[config.mk]
export PLATFORM = sky130hd
export DESIGN_NAME = fdiv_iter
export DESIGN_NICKNAME = d
export VERILOG_FILES = /design/src/rtl/fdiv_pkg.sv /design/src/rtl/fdiv_classify.sv /design/src/rtl/fdiv_sigdiv.sv /design/src/rtl/fdiv_round.sv /design/src/rtl/fdiv_iter.sv
export SDC_FILE = /design/constraint.sdc
export NUM_CORES = 1
export LEC_CHECK = 0
export ABC_CLOCK_PERIOD_IN_PS = 3450
export CAP_MARGIN = 20
export CELL_PAD_IN_SITES_DETAIL_PLACEMENT = 1
export CELL_PAD_IN_SITES_GLOBAL_PLACEMENT = 1
export CORE_MARGIN = 2
export CORE_UTILIZATION = 37
export CTS_CLUSTER_SIZE = 8
export DETAILED_ROUTE_END_ITERATION = 10
export PLACE_DENSITY_LB_ADDON = 0.25
export SETUP_SLACK_MARGIN = 0.5
export SYNTH_ARGS = -nofsm -noshare
export SYNTH_HDL_FRONTEND = slang
export SYNTH_HIERARCHICAL = 1
export SYNTH_SLANG_ARGS = --single-unit
export TNS_END_PERCENT = 10
[constraint.sdc]
create_clock -name clk -period 3.45 [get_ports clk]
set_input_delay 0.69 -clock clk [delete_from_list [all_inputs] [get_ports clk]]
set_output_delay 0.69 -clock clk [all_outputs]
set_load 0.01 [all_outputs]
[src/rtl/fdiv_pkg.sv]
package fdiv_pkg;
  typedef enum logic [1:0] {
    ST_IDLE  = 2'd0,
    ST_ITER  = 2'd1,
    ST_ROUND = 2'd2
  } fdiv_state_e;
endpackage

[src/rtl/fdiv_classify.sv]
// Operand decode: special-value table and setup for the significand divider.
module fdiv_classify #(
  parameter int WEXP = 6,
  parameter int WMAN = 18,
  localparam int W   = 1 + WEXP + WMAN,
  localparam int WE2 = WEXP + 2
) (
  input  logic [W-1:0]   opa,
  input  logic [W-1:0]   opb,
  output logic           special,
  output logic [W-1:0]   spec_res,
  output logic           spec_err,
  output logic           sign_x,
  output logic [WMAN:0]  sig_a,
  output logic [WMAN:0]  sig_b,
  output logic [WE2-1:0] exp_diff
);
  localparam int BIAS = (1 << (WEXP - 1)) - 1;

  logic [WEXP-1:0] exa, exb;
  logic a_zero, a_inf, b_zero, b_inf;

  always_comb begin
    exa    = opa[W-2 -: WEXP];
    exb    = opb[W-2 -: WEXP];
    a_zero = (exa == '0);
    a_inf  = (exa == '1);
    b_zero = (exb == '0);
    b_inf  = (exb == '1);
    sign_x = opa[W-1] ^ opb[W-1];
    sig_a  = {1'b1, opa[WMAN-1:0]};
    sig_b  = {1'b1, opb[WMAN-1:0]};
    exp_diff = WE2'(exa) - WE2'(exb) + WE2'(BIAS);

    special  = a_zero | a_inf | b_zero | b_inf;
    spec_res = '0;
    spec_err = 1'b0;
    if (b_zero) begin
      spec_err = 1'b1;
      if (!a_zero) spec_res = {opa[W-1], {WEXP{1'b1}}, {WMAN{1'b0}}};
    end else if (b_inf) begin
      spec_err = a_inf;
    end else if (a_inf) begin
      spec_res = {sign_x, {WEXP{1'b1}}, {WMAN{1'b0}}};
    end
  end
endmodule

[src/rtl/fdiv_sigdiv.sv]
// Restoring radix-2 significand divider, one quotient bit per step.
module fdiv_sigdiv #(
  parameter int WMAN = 18,
  parameter int NQ   = WMAN + 3
) (
  input  logic          clk,
  input  logic          rst,
  input  logic          load,
  input  logic          step,
  input  logic [WMAN:0] num,
  input  logic [WMAN:0] den,
  output logic [NQ-1:0] qbits,
  output logic          rem_nz
);
  logic [WMAN+1:0] rem;
  logic [WMAN:0]   dvs;
  logic [WMAN+1:0] trial;
  logic            fits;

  always_comb begin
    fits  = rem >= {1'b0, dvs};
    trial = rem - {1'b0, dvs};
  end

  always_ff @(posedge clk) begin
    if (rst) begin
      rem   <= '0;
      dvs   <= '0;
      qbits <= '0;
    end else if (load) begin
      rem   <= {1'b0, num};
      dvs   <= den;
      qbits <= '0;
    end else if (step) begin
      qbits <= {qbits[NQ-2:0], fits};
      rem   <= fits ? {trial[WMAN:0], 1'b0} : {rem[WMAN:0], 1'b0};
    end
  end

  assign rem_nz = |rem;


  rem_bound_chk: assert property (@(posedge clk) disable iff (rst)
    step |-> (rem < {dvs, 1'b0}));


  hidden_bit_chk: assert property (@(posedge clk) disable iff (rst)
    step |-> dvs[WMAN]);
endmodule

[src/rtl/fdiv_round.sv]
// Normalise, round to nearest even, and map range limits.
module fdiv_round #(
  parameter int WEXP = 6,
  parameter int WMAN = 18,
  localparam int W   = 1 + WEXP + WMAN,
  localparam int WE2 = WEXP + 2,
  localparam int NQ  = WMAN + 3
) (
  input  logic [NQ-1:0]  qbits,
  input  logic           rem_nz,
  input  logic [WE2-1:0] exp_diff,
  input  logic           sign_x,
  output logic [W-1:0]   result
);
  localparam int EMAX = (1 << WEXP) - 1;

  logic [WMAN:0]   sig;
  logic            rbit, sticky, rup;
  logic [WMAN+1:0] rsum;
  logic [WE2-1:0]  e_n, e_r;
  logic [WMAN-1:0] frac;

  always_comb begin
    if (qbits[NQ-1]) begin
      sig    = qbits[NQ-1:2];
      rbit   = qbits[1];
      sticky = qbits[0] | rem_nz;
      e_n    = exp_diff;
    end else begin
      sig    = qbits[NQ-2:1];
      rbit   = qbits[0];
      sticky = rem_nz;
      e_n    = exp_diff - WE2'(1);
    end
    rup  = rbit & (sticky | sig[0]);
    rsum = {1'b0, sig} + {{(WMAN+1){1'b0}}, rup};
    if (rsum[WMAN+1]) begin
      e_r  = e_n + WE2'(1);
      frac = '0;
    end else begin
      e_r  = e_n;
      frac = rsum[WMAN-1:0];
    end

    if (int'($signed(e_r)) >= EMAX)
      result = {sign_x, {WEXP{1'b1}}, {WMAN{1'b0}}};
    else if (int'($signed(e_r)) >= 1)
      result = {sign_x, e_r[WEXP-1:0], frac};
    else if (e_r == '0)
      result = {sign_x, WEXP'(1), {WMAN{1'b0}}};
    else
      result = '0;
  end
endmodule

[src/rtl/fdiv_iter.sv]
// Multi-cycle floating-point divider, top level.
module fdiv_iter
  import fdiv_pkg::*;
#(
  parameter int WEXP = 6,
  parameter int WMAN = 18,
  localparam int W   = 1 + WEXP + WMAN
) (
  input  logic         clk,
  input  logic         rst,
  input  logic         start,
  input  logic [W-1:0] dividend,
  input  logic [W-1:0] divisor,
  output logic         busy,
  output logic         done,
  output logic [W-1:0] quotient,
  output logic         err
);
  localparam int WE2 = WEXP + 2;
  localparam int NQ  = WMAN + 3;
  localparam int CW  = $clog2(NQ + 1);

  fdiv_state_e    state;
  logic [CW-1:0]  cnt;
  logic           sign_r;
  logic [WE2-1:0] ediff_r;

  logic           special, spec_err, sign_c;
  logic [W-1:0]   spec_res, rnd_res;
  logic [WMAN:0]  sig_a, sig_b;
  logic [WE2-1:0] ediff_c;
  logic [NQ-1:0]  qbits;
  logic           rem_nz;
  logic           accept;

  assign accept = start && (state == ST_IDLE);
  assign busy   = (state != ST_IDLE);

  fdiv_classify #(.WEXP(WEXP), .WMAN(WMAN)) u_cls (
    .opa(dividend), .opb(divisor), .special(special), .spec_res(spec_res),
    .spec_err(spec_err), .sign_x(sign_c), .sig_a(sig_a), .sig_b(sig_b),
    .exp_diff(ediff_c)
  );

  fdiv_sigdiv #(.WMAN(WMAN), .NQ(NQ)) u_sig (
    .clk(clk), .rst(rst), .load(accept && !special),
    .step(state == ST_ITER), .num(sig_a), .den(sig_b),
    .qbits(qbits), .rem_nz(rem_nz)
  );

  fdiv_round #(.WEXP(WEXP), .WMAN(WMAN)) u_rnd (
    .qbits(qbits), .rem_nz(rem_nz), .exp_diff(ediff_r),
    .sign_x(sign_r), .result(rnd_res)
  );

  always_ff @(posedge clk) begin
    if (rst) begin
      state    <= ST_IDLE;
      cnt      <= '0;
      sign_r   <= 1'b0;
      ediff_r  <= '0;
      quotient <= '0;
      err      <= 1'b0;
      done     <= 1'b0;
    end else begin
      done <= 1'b0;
      case (state)
        ST_IDLE: if (start) begin
          if (special) begin
            quotient <= spec_res;
            err      <= spec_err;
            done     <= 1'b1;
          end else begin
            sign_r  <= sign_c;
            ediff_r <= ediff_c;
            cnt     <= '0;
            state   <= ST_ITER;
          end
        end
        ST_ITER: begin
          cnt <= cnt + CW'(1);
          if (cnt == CW'(NQ - 1)) state <= ST_ROUND;
        end
        ST_ROUND: begin
          quotient <= rnd_res;
          err      <= 1'b0;
          done     <= 1'b1;
          state    <= ST_IDLE;
        end
        default: state <= ST_IDLE;
      endcase
    end
  end


  busy_done_excl_chk: assert property (@(posedge clk) disable iff (rst)
    !(busy && done));


  busy_end_chk: assert property (@(posedge clk) disable iff (rst)
    $fell(busy) |-> done);


  iter_progress_chk: assert property (@(posedge clk) disable iff (rst)
    (state == ST_ITER && cnt != CW'(NQ - 1)) |=> (state == ST_ITER && cnt == $past(cnt) + CW'(1)));


  canon_zero_chk: assert property (@(posedge clk) disable iff (rst)
    (done && quotient[W-2 -: WEXP] == '0) |-> (quotient == '0));


  inf_frac_chk: assert property (@(posedge clk) disable iff (rst)
    (done && quotient[W-2 -: WEXP] == '1) |-> (quotient[WMAN-1:0] == '0));


  err_value_chk: assert property (@(posedge clk) disable iff (rst)
    (done && err) |-> (quotient[W-2 -: WEXP] == '0 || quotient[W-2 -: WEXP] == '1));


  hold_chk: assert property (@(posedge clk) disable iff (rst)
    !done |=> (!done || $stable(quotient) || $past(busy) || $past(start)));
endmodule

==> summary.txt <==
Setup path
  • CP max-delay cell: or4_4
  • CP arrival: ~3.3 ns
  • Slowest cell delay on critical path: roughly 0.42 ns
  • Crit Path Category: flip-flop to flip-flop
  • Setup crit start kind: flip-flop
  • Req. time, crit path: between 3 and 4 ns
  • Top cell by count, worst path: buf_12
  • RR Startpoint: u_sig/qbits[20]
  • CP Max Fanout: 9
  • Reg2reg path depth: 11
  • Crit-path cells: buf_12, or4_4, or3_4, a2111o_1, a2111oi_2, o21ba_4, o211ai_4, buf_12, nor2_1, mux2i_1, a211oi_1
  • CP delay by family, top: compound AO/OA/AOI/OAI gates
  • Crit path capture: quotient[0]
  • Worst path buffer plus inverter count: 2
  • Reg2Reg Setup Slack: 0.37 ns
  • Worst reg2reg endpoint: quotient[0]
  • Crit path capture type: flip-flop
  • Critical path origin: u_sig/qbits[20]
  • Number of cells on the critical path: 11

Logic synthesis
  • Yosys warns: 6
  • Ys flop type: dfxtp_1
  • Cell Area, Synth: 8150 um2
  • Register area share after synthesis: 0.253
  • Syn_area_per_cell: between 8 and 9 um2
  • Async S/R FF share, synth: 0
  • EDFF count, synth: 0
  • Number of distinct library cells after synthesis: 90
  • Mapped Cells: about 1,000
  • Seq cells post-synth: roughly 100

Floorplan
  • Boundary Pins: 81
  • # rows: 54
  • Chip Height: 152 um
  • Die Area: between 20,000 and 25,000 um2
  • Core area: between 20,000 and 25,000 um2
  • Die Width: between 150 and 200 um
  • Starting density of the core: 0.376

Placed design
  • Placer's final routability congestion estimate: around 0.8
  • Final HPWL DP: roughly 17 mm
  • Port-buffer cells: 80

Drt
  • TritonRoute pass-1 iters: 4
  • ANT nets after route: 0
  • Post-route DRC: 0
  • Avg Vias per Cell: between 5 and 6
  • Iteration-0 DRC Markers: between 200 and 250
  • Via count: 7,267
  • Wirelength per Cell: 16.9 um
  • Total Routed Length: about 23 mm

STA
  • Worst slew pin tran: about 0.97 ns
  • Final slew viol count: 0
  • Relative slew slack: 0.355
  • RSZ-0062 raised after global routing: yes
  • Fmax: between 300 and 400 MHz
  • Final Hold Fails: 0
  • Clock period minus worst slack: a little over 3 ns
  • Worst hold slack: 0.456 ns
  • Final worst-path cycle share: 0.892
  • Final setup viols: 0
  • Clk_skew: ~0.0095 ns
  • Setup TNS: 0 ns

Global routing
  • Vias in the first global route: 7,406
  • Initial antenna violation count: 0
  • Global-route wire length before repair: around 38 mm
  • GRT Overall Usage: 0.196
  • GR Overflow Total: 0
  • Largest net degree at the start of global routing: between 50 and 60

Power and ir drop
  • Leak: 3.64 nW
  • Pwr/cell area: approximately 480 nW/um2
  • Worst vdd ir: 261 uV

Cells and area
  • # diodes: 0
  • # fillers: around 2,600
  • Final core occ: 0.449
  • Syn-to-layout area delta: 19.5%
  • # nets final: ~1,100
  • Proportion of layout cells with a drive suffix above 1: 0.142

Hold path
  • HP Class: flip-flop to flip-flop

Clocking
  • H-tree depth: 3
  • Sink Count: slightly above 100
  • Clock latency on the worst-skew pair: roughly 0.37 ns
  • Clk root buf: clkbuf_16
  • CTS tree: done
  • Clk pin slew, worst setup/hold paths: about 0.080 ns
  • Cts hold-fix bufs: 0
  • Bufs on Longest Clock Path: 2
  • Num CTS Buffers: 9

Outcome
  • Run status: finished clean

Run
  • Max Cap Viol: 0
==> power by group <==
part           switching (W)  leakage, nW  internal, W
Sequential         0.0000746        0.840      0.00126
Clock               0.000506        0.190     0.000860
Combinational        0.00110         2.61     0.000872
==> cells by family (layout without fill, tap and decap cells) <==
| kind of cell | Yosys count | count (layout) | share of synthesized area |
|---|---|---|---|
| AOI/OAI and AO/OA | 237 | 237 | 0.203 |
| xor gates and xnor gates | 56 | 56 | 0.0620 |
| adders and majority gates | 33 | 33 | 0.0525 |
| buffers and inverters | 166 | 212 | 0.118 |
| DFF | 103 | 103 | 0.253 |
| muxes | 95 | 95 | 0.118 |
| other | 2 | 20 | 0.000922 |
| and+or+nand+nor | 308 | 308 | 0.192 |
==> stage by stage <==
| stage | setup slack [ns] | area [um2] | std cells | power (W) |
|---|---|---|---|---|
| after floorplan | 0.412 | 8250 | 1018 | 0.00271 |
| after global placement | 0.158 | 9070 | 1318 | 0.00314 |
| after detailed placement | 0.0786 | 9070 | 1318 | 0.00316 |
| after CTS | 0.360 | 9530 | 1336 | 0.00460 |
| after global routing | 0.276 | 9730 | 1344 | 0.00496 |
| final | 0.373 | 9730 | 1344 | 0.00467 |
==> worst min path at each step <==
| stage | slack (ns) | cells past startpoint | from | end |
|---|---|---|---|---|
| final | 0.46 | 2 | sign_r | sign_r |
| after global routing | 0.50 | 2 | sign_r | sign_r |
| after CTS | 0.45 | 2 | sign_r | sign_r |
| after detailed placement | 0.44 | 2 | sign_r | sign_r |
| after global placement | 0.44 | 2 | sign_r | sign_r |
| after floorplan | 0.43 | 2 | sign_r | sign_r |
==> per-layer routing <==
metal  share of wire  global-route usage  vias to the layer above  wire [um]
li1                -                   -                     3637          -
met1            0.45               0.240                     3521      10300
met2            0.51               0.360                       92      11700
met3           0.020              0.0299                       17        451
met4           0.011              0.0454                        0        255
met5               0                   0                        -          0
==> cell type report <==
type,count,area [um2],area share
inverters,49,185,0.0190
clock buffers,9,225,0.0231
repair buffers,147,1360,0.139
well taps,280,350,0.0360
flip-flops and latches,103,2070,0.212
clock inverters,7,168,0.0172
multi-input cells,749,5380,0.553
==> flip-flops by register name, indices dropped and copies added, names as in the netlist <==
register     cells
quotient        25
u_sig/qbits     21
u_sig/rem       20
u_sig/dvs       19
ediff_r          8
cnt              5
state            2
done             1
err              1
sign_r           1
==> layout by cell type, fill, tap and decap left out, types with 13 or more instances in the layout <==
master,count
dfxtp_1,101
nor2_1,97
mux2i_1,84
clkdlybuf4s50_1,79
a21oi_1,64
buf_4,60
nand2_1,58
inv_1,48
xnor2_1,31
nand3_1,30
ha_1,30
a211oi_1,29
conb_1,20
o21ai_0,19
xor2_1,19
a22oi_1,18
and3_1,14
nand2b_1,13
==> worst min-delay path, cell delays in order (launching register included) <==
cell,delay [ns]
dfxtp_1,0.31
nand2_1,0.05
a21oi_1,0.05
==> cell usage after synthesis (9+ instances only) <==
cell type    n  area, um2
nor3_1      13       65.1
nand2_1     58        218
nor4_1      13       81.3
mux2i_1     86        861
a31oi_1     12       75.1
inv_1       48        180
o21ai_0     23        115
xnor2_1     33        289
clkbuf_1    26       97.6
dfxtp_1    103       2060
a22oi_1     18        135
a211oi_2     9        113
ha_1        31        388
a21oi_1     64        320
nand4_1     12       75.1
nand3_1     32        160
xor2_1      21        184
nor2_1      98        368
and3_1      14       87.6
buf_2       10       50.1
o22ai_1     10       62.6
nand2b_1    13       81.3
nor2b_1     10       62.6
a211oi_1    30        225
buf_4       68        510
==> timing repair <==
item | CTS | global route
cloned | 0 | 1
endpoints found under the setup margin | 28 | 56
pin swaps | 1 | 4
buffers inserted | 2 | 7
gates resized for setup | 9 | 26
(Power assumes the default switching activity.)
